`src/rtl/adc_seq_pkg.sv`:
```
package adc_seq_pkg;
   typedef enum logic [2:0] {
      PH_IDLE = 3'b000,
      PH_PRE1 = 3'b001,
      PH_ACQ1 = 3'b010,
      PH_CNV1 = 3'b011,
      PH_HOLD = 3'b100,
      PH_PRE2 = 3'b101,
      PH_ACQ2 = 3'b110,
      PH_CNV2 = 3'b111
   } phase_e;

   localparam int STATUS_W  = 8;
   localparam int BIT_OVF   = 7;
   localparam int BIT_UPPER = 6;
   localparam int BIT_LOWER = 5;
   localparam int BIT_CALC  = 4;
endpackage

```
`src/rtl/adc_seq_phase.sv`:
```
module adc_seq_phase
   import adc_seq_pkg::*;
(
   input  logic   clk,
   input  logic   rst_n,
   input  logic   trig_i,
   input  logic   done_i,
   input  logic   dbl_i,
   input  logic   cont_i,
   output phase_e phase_o,
   output logic   start_o,
   output logic   pre_o,
   output logic   acq_o,
   output logic   conv_o
);
   phase_e phase_q, phase_d;

   always_comb begin
      phase_d = phase_q;
      unique case (phase_q)
         PH_IDLE: if (trig_i) phase_d = PH_PRE1;
         PH_PRE1: if (done_i) phase_d = PH_ACQ1;
         PH_ACQ1: if (done_i) phase_d = PH_CNV1;
         PH_CNV1: if (done_i) begin
            if (dbl_i)       phase_d = cont_i ? PH_PRE2 : PH_HOLD;
            else             phase_d = cont_i ? PH_PRE1 : PH_IDLE;
         end
         PH_HOLD: if (trig_i) phase_d = PH_PRE2;
         PH_PRE2: if (done_i) phase_d = PH_ACQ2;
         PH_ACQ2: if (done_i) phase_d = PH_CNV2;
         PH_CNV2: if (done_i) phase_d = cont_i ? PH_PRE1 : PH_IDLE;
         default:             phase_d = PH_IDLE;
      endcase
   end

   always_ff @(posedge clk) begin
      if (!rst_n) phase_q <= PH_IDLE;
      else        phase_q <= phase_d;
   end

   assign phase_o = phase_q;
   assign start_o = (phase_q == PH_IDLE) && trig_i;
   // low two code bits select the phase type; 00 covers idle and the hold
   assign pre_o   = (phase_q[1:0] == 2'b01);
   assign acq_o   = (phase_q[1:0] == 2'b10);
   assign conv_o  = (phase_q[1:0] == 2'b11);

   p_idle_trig_r2: assert property (@(posedge clk) disable iff (!rst_n)
      (phase_q == PH_IDLE && trig_i) |=> (phase_q == PH_PRE1));
   p_hold_entry_r3: assert property (@(posedge clk) disable iff (!rst_n)
      (phase_q == PH_CNV1 && done_i && dbl_i && !cont_i) |=> (phase_q == PH_HOLD));
   p_hold_exit_r4: assert property (@(posedge clk) disable iff (!rst_n)
      (phase_q == PH_HOLD && trig_i) |=> (phase_q == PH_PRE2));
   p_trig_ignored_r5: assert property (@(posedge clk) disable iff (!rst_n)
      (phase_q != PH_IDLE && phase_q != PH_HOLD && !done_i) |=> $stable(phase_q));
   p_end_r6: assert property (@(posedge clk) disable iff (!rst_n)
      (phase_q == PH_CNV2 && done_i && !cont_i) |=> (phase_q == PH_IDLE));
   p_one_enable_r11: assert property (@(posedge clk) disable iff (!rst_n)
      $onehot0({pre_o, acq_o, conv_o}));
endmodule

```
`src/rtl/adc_seq_flags.sv`:
```
module adc_seq_flags #(
   parameter int ERR_W      = 16,
   parameter bit SIGNED_CMP = 1'b1
) (
   input  logic             clk,
   input  logic             rst_n,
   input  logic [ERR_W-1:0] err_i,
   input  logic [ERR_W-1:0] uth_i,
   input  logic [ERR_W-1:0] lth_i,
   input  logic             upd_i,
   input  logic             ovf_acc_i,
   input  logic             ovf_flt_i,
   input  logic             ovf_err_i,
   input  logic             clr_ovf_i,
   input  logic             hw_clr_ovf_i,
   input  logic             clr_calc_i,
   input  logic             hold_i,
   output logic             ovf_o,
   output logic             upper_o,
   output logic             lower_o,
   output logic             calc_o
);
   if (ERR_W < 2) begin : g_bad_width
      $error("adc_seq_flags: ERR_W must be at least 2");
   end

   logic gt, lt, ovf_any, upd_any;
   logic ovf_q, upper_q, lower_q, calc_q;

   if (SIGNED_CMP) begin : g_signed
      assign gt = $signed(err_i) > $signed(uth_i);
      assign lt = $signed(err_i) < $signed(lth_i);
   end else begin : g_unsigned
      assign gt = err_i > uth_i;
      assign lt = err_i < lth_i;
   end

   assign ovf_any = ovf_acc_i | ovf_flt_i | ovf_err_i;
   assign upd_any = upd_i | ovf_any;

   always_ff @(posedge clk) begin
      if (!rst_n) begin
         ovf_q   <= 1'b0;
         upper_q <= 1'b0;
         lower_q <= 1'b0;
         calc_q  <= 1'b0;
      end else begin
         if (ovf_any)                          ovf_q <= 1'b1;
         else if (clr_ovf_i || hw_clr_ovf_i)   ovf_q <= 1'b0;
         if (upd_any) begin
            upper_q <= gt;
            lower_q <= lt;
         end
         if (upd_any)                          calc_q <= 1'b1;
         else if (clr_calc_i && !hold_i)       calc_q <= 1'b0;
      end
   end

   assign ovf_o   = ovf_q;
   assign upper_o = upper_q;
   assign lower_o = lower_q;
   assign calc_o  = calc_q;

   p_ovf_sticky_r9: assert property (@(posedge clk) disable iff (!rst_n)
      (ovf_q && !clr_ovf_i && !hw_clr_ovf_i) |=> ovf_q);
   p_thr_hold_r7: assert property (@(posedge clk) disable iff (!rst_n)
      !upd_any |=> $stable({upper_q, lower_q}));
   p_calc_lock_r10: assert property (@(posedge clk) disable iff (!rst_n)
      (hold_i && calc_q) |=> calc_q);
endmodule

```
`src/rtl/adc_seq_status.sv`:
```
module adc_seq_status
   import adc_seq_pkg::*;
#(
   parameter int ERR_W      = 16,
   parameter bit SIGNED_CMP = 1'b1
) (
   input  logic                clk,
   input  logic                rst_n,
   input  logic                trig_i,
   input  logic                dbl_en_i,
   input  logic                cont_en_i,
   input  logic                done_i,
   input  logic [ERR_W-1:0]    err_i,
   input  logic [ERR_W-1:0]    uth_i,
   input  logic [ERR_W-1:0]    lth_i,
   input  logic                upd_i,
   input  logic                ovf_acc_i,
   input  logic                ovf_flt_i,
   input  logic                ovf_err_i,
   input  logic                clr_ovf_i,
   input  logic                clr_calc_i,
   output logic [STATUS_W-1:0] status_o,
   output logic                pre_en_o,
   output logic                acq_en_o,
   output logic                conv_en_o
);
   phase_e phase;
   logic   start, ovf, upper, lower, calc;

   adc_seq_phase u_phase (
      .clk     (clk),
      .rst_n   (rst_n),
      .trig_i  (trig_i),
      .done_i  (done_i),
      .dbl_i   (dbl_en_i),
      .cont_i  (cont_en_i),
      .phase_o (phase),
      .start_o (start),
      .pre_o   (pre_en_o),
      .acq_o   (acq_en_o),
      .conv_o  (conv_en_o)
   );

   adc_seq_flags #(.ERR_W(ERR_W), .SIGNED_CMP(SIGNED_CMP)) u_flags (
      .clk          (clk),
      .rst_n        (rst_n),
      .err_i        (err_i),
      .uth_i        (uth_i),
      .lth_i        (lth_i),
      .upd_i        (upd_i),
      .ovf_acc_i    (ovf_acc_i),
      .ovf_flt_i    (ovf_flt_i),
      .ovf_err_i    (ovf_err_i),
      .clr_ovf_i    (clr_ovf_i),
      .hw_clr_ovf_i (start),
      .clr_calc_i   (clr_calc_i),
      .hold_i       (phase == PH_HOLD),
      .ovf_o        (ovf),
      .upper_o      (upper),
      .lower_o      (lower),
      .calc_o       (calc)
   );

   always_comb begin
      status_o            = '0;
      status_o[2:0]       = phase;
      status_o[BIT_OVF]   = ovf;
      status_o[BIT_UPPER] = upper;
      status_o[BIT_LOWER] = lower;
      status_o[BIT_CALC]  = calc;
   end

   p_rsvd_zero_r2: assert property (@(posedge clk) disable iff (!rst_n)
      status_o[3] == 1'b0);
endmodule

```
`config.mk`:
```
export PLATFORM = sky130hd
export DESIGN_NAME = adc_seq_status
export DESIGN_NICKNAME = d
export VERILOG_FILES = /design/src/rtl/adc_seq_pkg.sv /design/src/rtl/adc_seq_phase.sv /design/src/rtl/adc_seq_flags.sv /design/src/rtl/adc_seq_status.sv
export SDC_FILE = /design/constraint.sdc
export NUM_CORES = 1
export LEC_CHECK = 0
export ABC_CLOCK_PERIOD_IN_PS = 1500
export BUFFER_PORTS_ARGS = -buffer_cell sky130_fd_sc_hd__buf_2
export CAP_MARGIN = 20
export CORE_UTILIZATION = 44
export CTS_CLUSTER_SIZE = 14
export DETAILED_ROUTE_END_ITERATION = 8
export PLACE_DENSITY = 0.86
export RECOVER_POWER = 25
export SYNTH_ARGS = -nofsm -noshare
export SYNTH_HDL_FRONTEND = slang
export SYNTH_SLANG_ARGS = --single-unit
export TNS_END_PERCENT = 30
```
`constraint.sdc`:
```
create_clock -name clk -period 1.5 [get_ports clk]
set_input_delay 0 -clock clk [delete_from_list [all_inputs] [get_ports clk]]
set_output_delay 0 -clock clk [all_outputs]
set_load 0.01 [all_outputs]
```
After elaboration in Yosys (flattened, before gate mapping)
Cells that the tools add are included.
{"block": "totals", "ff_bits": 7, "in_bits": 60, "wordCells": 52}
{"block": "op_classes", "order_cmp": 2, "eq_ne": 18, "muxes": 16, "bitwise": 3, "n_reduce_logical": 8}
{"operator": "$mux W3", "count": 9}
{"operator": "$pmux W3 S8", "count": 1}
{"operator": "$gt A16 B16 Y1", "count": 1}
{"operator": "$lt A16 B16 Y1", "count": 1}
{"operator": "$ne A2 B2 Y1 const B", "count": 8}
{"operator": "$eq A3 B3 Y1 const B", "count": 4}
{"operator": "$reduce_and A8 Y1", "count": 1}
{"operator": "$eq A3 B2 Y1 const B", "count": 2}
{"operator": "$mux W1", "count": 6}
{"operator": "$eq A2 B2 Y1 const B", "count": 2}
{"operator": "$reduce_bool A2 Y1", "count": 2}
{"operator": "$eq A3 B1 Y1 const B", "count": 1}
{"operator": "$logic_not A3 Y1", "count": 1}
{"operator": "$or A1 B1 Y1", "count": 3}
{"operator": "$eq A2 B1 Y1 const B", "count": 1}
{"operator": "$logic_and A1 B1 Y1", "count": 2}
{"operator": "$logic_not A1 Y1", "count": 1}
{"operator": "$logic_or A1 B1 Y1", "count": 1}

Longest topological paths before layout
Gate-level depths: netlist (run 1).
{"block": "depth", "depth_word": 5, "depth_mapped": 7, "mapped_depth_nobuf": 7}

Modules after synthesis
A second synthesis (run 1) with hierarchy kept.
{"block": "unflattened", "cells_unflattened": 152, "area_unflattened_um2": 1194.9}
{"module": "adc_seq_flags", "instances": 1, "cells_each": 124, "area_each_um2": 953.4}
{"module": "adc_seq_phase", "instances": 1, "cells_each": 21, "area_each_um2": 187.7}
{"module": "adc_seq_status", "instances": 1, "cells_each": 7, "area_each_um2": 53.8}

Least setup slack after synthesis (run 1)
Ideal clock, no wire load.
{"block": "synth_timing", "path_type": "input to register", "start": "input port uth_i[5]", "end": "register u_flags.upper_q (netlist: u_flags.upper_o)", "setup_ps": 117, "arrival_ps": 1206, "required_ps": 1383, "path_slack_ps": 177, "stages": 7, "n_path_buf": 0, "cell_sequence": "inv_1 -> ha_1 -> a211oi_2 -> nor2_1 -> nor4b_4 -> o2111ai_1 -> a32o_1"}
{"block": "synth_via", "elab_chain_cells": 1}
{"item": "from (decl)", "line": "adc_seq_status.sv:14", "rtl": "input logic [ERR_W-1:0] uth_i,"}
{"item": "$gt A16 B16 Y1", "line": "adc_seq_flags.sv:31", "rtl": "assign gt = $signed(err_i) > $signed(uth_i);"}
{"item": "to (signal assigned)", "line": "adc_seq_flags.sv:51", "rtl": "upper_q <= gt;"}
{"item": "to (decl)", "line": "adc_seq_flags.sv:28", "rtl": "logic ovf_q, upper_q, lower_q, calc_q;"}
Every way passes these cells.
A chain may end at the register's enable or synchronous reset.

Worst setup path after layout (run 1)
{"block": "layout_timing", "start": "input port ovf_flt_i", "end": "register u_flags.upper_q (netlist: u_flags.upper_o)"}
{"block": "layout_via", "elab_chain_cells": 3}
{"item": "from (decl)", "line": "adc_seq_status.sv:18", "rtl": "input logic ovf_flt_i,"}
{"item": "$or A1 B1 Y1 (2 in series)", "line": "adc_seq_flags.sv:38", "rtl": "assign ovf_any = ovf_acc_i | ovf_flt_i | ovf_err_i;"}
{"item": "$or A1 B1 Y1", "line": "adc_seq_flags.sv:39", "rtl": "assign upd_any = upd_i | ovf_any;"}
Every way passes these cells.

==> metrics.yaml, run 1 <==
outcome: "complete, no violations"
r2r_setup_slack_ps: 330
clkTransAtPathRegs_ps: 50
start_kind: "primary input"
holdPathEnd: "u_flags.calc_o"
syn_area_sq_mm: 0.00119
fin_crit_sh: 0.914
synth_top_area_cell: "ha_1"
r2r-end: "u_flags.ovf_o"
synthAdderAreaFrac: 0.326
grt_pass1_vias: 1166
io_pins: 71
synthArstFlopShare: 0
syn-num-nets: 248
critPathMaxFanout: 2
vias_per_cell: 4.98
reg2reg_from: "u_phase.phase_o[1]"
io_buffers: 69
wire_per_inst_um: 10.5
fin_worst_skew_ps: 1.65
final-setup-viol-count: 0
required_ps: 1650
synth_xor_area_frac: 0.00735
area_delta_synth_final_pct: 33.3
drive_gt1_frac: 0.317
cp_cell_sequence: "dlygate4sd3_1 > buf_2 > nor4_2 > nand2b_1 > a21oi_1 > o31a_1 > a32o_1"
nFillCells: 233
synthDistinctLibCells: 36
postCtsSetupBuffers: 0
cts_resized: 0
grt_pass1_wl_um: 4330
slew_viol_final: 0
ys_ff_latch: 7
hold_class: "in2reg"
synth_edf_count: 0
post-route-drc-count: 0
ir_drop_v: 0.000419
place_congestion: 0.743
synthSimpleGateAreaFrac: 0.209
worstSetupPathType: "in2reg"
dieArea_sq_mm: 0.00292
drtAntennaViolNets: 0
core_sq_mm: 0.00252
hold_path_depth: 4
tns_ps: 0
synthMuxAreaShare: 0
die_w_um: 54.0
synthTopCellsByArea: "ha_1 33%, dfxtp_1 12%, inv_1 10%"
clk_latency_ps: 260
synth-compound-area-share: 0.195
grt_max_degree: 11
drt_iter0_markers: 25
crit_arrival_ps: 1520
clock-root-buffer: "clkbuf_4"
worst_path_max_delay_cell: "dlygate4sd3_1"
cts.sinks: 7
synth-seq-area-share: 0.118
hold_viol: 0
synth_top_area_share: 0.326
synth_top_family_by_area: "adder cells"
n_antenna_cell: 0
firstDrtPassIters: 4
drt-total-wl_um: 2710
vias: 1279
cts-htree-levels: 1
initial_utilization: 0.472
timing.fmax_mhz: 730
die_y_um: 54.0
fin_util: 0.629
clock_path_buffers: 2
rows: 18
tritoncts: "built"
slowest_delay_ps: 540
avgSynthCellArea_sq_um: 7.59
synthFlopType: "dfxtp_1"
dp.final_hpwl_um: 2380
numCtsBuffers: 3
hold_start: "clr_calc_i"
powerDensity_mw_per_mm2: 478
antenna_found_initial: 0
netlist_instances: 157
fin_nets: 319
grt_usage: 0.203
p_leak_nw: 0.922
crit_path_end_kind: "register"
rr_worst_depth: 5
yosysWarnings: 0
gr-total-overflow: 0
maxCapViolCount: 0
rsz0062_at_grt: "false"
period_needed_ps: 1370
worst max-delay path, delay by kind of cell:
| kind | cells | cell delay (ps) |
|---|---|---|
| AOI/OAI and AO/OA | 3 | 360 |
| buffers and inverters | 2 | 680 |
| and+or+nand+nor | 2 | 480 |
flip-flops by register name, summed over array words and instances, names as in the netlist:
signal / cells
u_flags.lower_o: 1
u_flags.calc_o: 1
u_phase.phase_o: 3
u_flags.ovf_o: 1
u_flags.upper_o: 1
power breakdown:
part           internal (mW)  leakage, nW  switching [mW]
clock network          0.102       0.0150          0.0749
registers              0.201       0.0581          0.0158
logic                  0.188        0.849           0.177
total                  0.491        0.922           0.267
metal layers:
layer,track usage,share of wire
met5,0,0
met4,0.0513,0.0063
met3,0.0424,0.056
met2,0.397,0.49
met1,0.217,0.45
synth_stat cells, types with 2 or more instances:
cell type,n
and2_1,3
a211oi_1,3
a21oi_1,6
o211ai_1,3
nand2_1,9
nand3_1,4
clkbuf_1,2
a21boi_0,2
nor2_1,8
nor2b_1,3
o21ai_1,2
ha_1,31
dfxtp_1,7
o21ai_0,6
nand2b_1,4
inv_1,33
a21o_1,2
buf_4,5
nand4_1,7
area by class of cell:
type	count	area [sq um]	area share
sequential	7	140	0.0883
inverter	33	124	0.0780
timing repair buffer	73	378	0.238
tap	30	37.5	0.0236
multi-input combinational	110	882	0.556
clock buffer	4	26.3	0.0165
worst max-delay path by stage:
stage / from / end / cells past startpoint
global route: ovf_flt_i / u_flags.upper_o / 7
detailed placement: err_i[5] / u_flags.upper_o / 7
floorplan: uth_i[5] / u_flags.upper_o / 7
global placement: err_i[5] / u_flags.upper_o / 7
CTS: ovf_flt_i / u_flags.upper_o / 7
finish: ovf_flt_i / u_flags.upper_o / 7
cell families after synthesis:
logic type | count (synthesis)
AOI/OAI and AO/OA | 34
xor gates and xnor gates | 1
adders and majority gates | 31
buffers and inverters | 40
DFF | 7
other | 1
and+or+nand+nor | 43
stage by stage:
| stage | hold WS (ps) | setup WS [ps] | power, mW | instances | cell area (sq um) |
|---|---|---|---|---|---|
| 2_1_floorplan | 122 | 177 | 0.445 | 157 | 1190 |
| 3_3_place_gp | 257 | 17.8 | 0.572 | 250 | 1540 |
| 3_5_place_dp | 257 | 5.07 | 0.581 | 250 | 1540 |
| 4_1_cts | 24.1 | 162 | 0.771 | 257 | 1590 |
| 5_1_grt | 35.5 | 111 | 0.833 | 257 | 1590 |
| 6_report | 25.3 | 130 | 0.759 | 257 | 1590 |
repair_timing:
item,in CTS,in global routing
setup endpoints to repair,0,0
hold buffers,3,0
endpoints found under the hold margin,1,0
layout by cell type (no fill, tap or decap), types with 2 or more instances in the layout:
cell	count
a211oi_1	3
nand4_1	7
nand3_1	4
clkbuf_1	5
dfxtp_1	7
dlygate4sd3_1	3
o211ai_1	3
o21ai_0	6
a21oi_1	6
a21o_1	2
ha_1	31
a21boi_0	2
nor2b_1	3
nor2_1	8
nand2b_1	4
buf_2	65
and2_1	3
clkbuf_4	3
nand2_1	9
o21ai_1	2
inv_1	33
Note: power is estimated with default switching activity, not from simulation.
==> inputs of run 2 (changes only) <==
CORE_UTILIZATION = 45   (was 44)
CTS_BUF_LIST = sky130_fd_sc_hd__clkbuf_8   (was unset)
PLACE_DENSITY = 0.88   (was 0.86)
==> metrics.yaml, run 2 (synthesized netlist as in run 1, its figures left out) <==
outcome: "complete, no violations"
hold_class: "in2reg"
hold_viol: 0  # unchanged
multi_input_area_sq_um: 882  # unchanged
rsz0062_at_grt: "false"
slowest_delay_ps: 330  # -210 ps
clock-root-buffer: "clkbuf_8"
dp_slack_ps: -30.9  # -36.0 ps
critPathMaxFanout: 2  # unchanged
cts-htree-levels: 1  # unchanged
firstDrtPassIters: 4  # unchanged
wire_per_inst_um: 10.5  # -0.41%
worst_path_max_delay_cell: "ha_1"
fin_area_sq_mm: 0.00157  # -1.1%
period_needed_ps: 1300  # -65.6 ps
dieArea_sq_mm: 0.00286  # -2.1%
initial_utilization: 0.476  # +0.00425
clk_latency_ps: 230  # -30 ps
core_sq_mm: 0.00250  # -0.89%
numCtsBuffers: 3  # unchanged
crit_arrival_ps: 1420  # -100 ps
grt_usage: 0.201  # -0.00206
cts_hold_buf: 0  # -3
placed_area_sq_mm: 0.00153  # -0.49%
fin_worst_skew_ps: 2.17  # +0.526 ps
grt_pass1_vias: 1149  # -1.5%
final_cells: 253  # -1.6%
drt-total-wl_um: 2660  # -2.0%
rows: 18  # unchanged
io_pins: 71  # unchanged
antenna_found_initial: 0  # unchanged
p_leak_nw: 0.915  # -0.80%
drtAntennaViolNets: 0  # unchanged
cp_cell_sequence: "buf_2 > ha_1 > a211oi_2 > nor2_1 > nor4b_4 > o2111ai_1 > a32o_1"
slew_viol_final: 0  # unchanged
clock_path_buffers: 2  # unchanged
grt_pass1_wl_um: 4240  # -2.1%
dp.cells: 249  # -0.40%
die_y_um: 53.5  # -1.1%
powerDensity_mw_per_mm2: 534  # +12%
die_w_um: 53.5  # -1.1%
grt_max_degree: 11  # unchanged
dp.final_hpwl_um: 2360  # -0.79%
vias_per_cell: 4.99  # +0.23%
vias: 1262  # -1.3%
post-route-drc-count: 0  # unchanged
nFillCells: 245  # +5.2%
start_kind: "primary input"
layout_commonest_cell: "buf_2"
fin_ws_ps: 195  # +65.6 ps
clkTransAtPathRegs_ps: 40  # about the same
largest_reg_flops: 3  # unchanged
postCtsSetupBuffers: 0  # unchanged
cts.sinks: 7  # unchanged
timing.fmax_mhz: 766  # +5.0%
place_congestion: 0.803  # +8.2%
tritoncts: "built"
cts_resized: 0  # unchanged
ir_drop_v: 0.000649  # +55%
required_ps: 1620  # -30 ps
fin_nets: 315  # -1.3%
ff_latch_area_sq_um: 140  # unchanged
drive_gt1_frac: 0.323  # +0.00569
maxCapViolCount: 0  # unchanged
cp_top_family: "compound AO/OA/AOI/OAI gates"
io_buffers: 69  # unchanged
crit_path_end_kind: "register"
fin_crit_sh: 0.870  # -0.0437
drt_iter0_markers: 17  # -32%
final-setup-viol-count: 0  # unchanged
layout_common_cells: "65 x buf_2, 33 x inv_1, 31 x ha_1, 9 x nand2_1, 8 x nor2_1"
gr-total-overflow: 0  # unchanged
n_antenna_cell: 0  # unchanged
worstSetupPathType: "in2reg"
r2r_setup_slack_ps: 320  # about the same
path_buf_inv: 1  # -1
area_delta_synth_final_pct: 31.8
-- run 2: per-stage QoR --
step,TNS [ps],total power [mW],util,hold WS [ps]
after global routing,0,0.924,0.628,40.0
after floorplan,0,0.445,-,122
after detailed placement,-30.9,0.581,0.612,255
after CTS,0,0.849,0.630,23.8
after global placement,0,0.570,0.612,257
final,0,0.839,0.628,29.6
-- run 2: power breakdown --
| group | internal [mW] | switching [mW] | total (mW) |
|---|---|---|---|
| Sequential | 0.202 | 0.0160 | 0.218 |
| Combinational | 0.182 | 0.176 | 0.359 |
| Clock | 0.180 | 0.0822 | 0.262 |
-- run 2: metal layers --
metal / global-route usage / vias to the layer above / wire (um)
met1: 0.218 / 535 / 1180
met2: 0.373 / 48 / 1260
met4: 0.0702 / 0 / 28
met5: 0 / - / 0
li1: - / 675 / -
met3: 0.0460 / 4 / 185
-- run 2: final cells by class --
class | instances | area share
Clock buffer | 3 | 0.0263
Clock inverter | 1 | 0.00319
Timing Repair Buffer | 69 | 0.217
Multi-Input combinational cell | 110 | 0.562
Sequential cell | 7 | 0.0892
Tap cell | 30 | 0.0239
Inverter | 33 | 0.0789
-- run 2: worst paths after layout --
| check | start | to | depth (start not counted) |
|---|---|---|---|
| worst max-delay path | err_i[5] | u_flags.upper_o | 7 |
| worst min-delay path | ovf_err_i | u_flags.ovf_o | 2 |
| worst max register to register | u_phase.phase_o[1] | u_flags.ovf_o | 5 |
| worst min register to register | u_flags.lower_o | u_flags.lower_o | 2 |
-- run 2: worst reg2reg max path, delay by kind of cell, from the launching register on --
kind,cells,cell delay (ps)
AO/OA/AOI/OAI,1,300
AND/OR/NAND/NOR,4,390
flip-flops,1,380
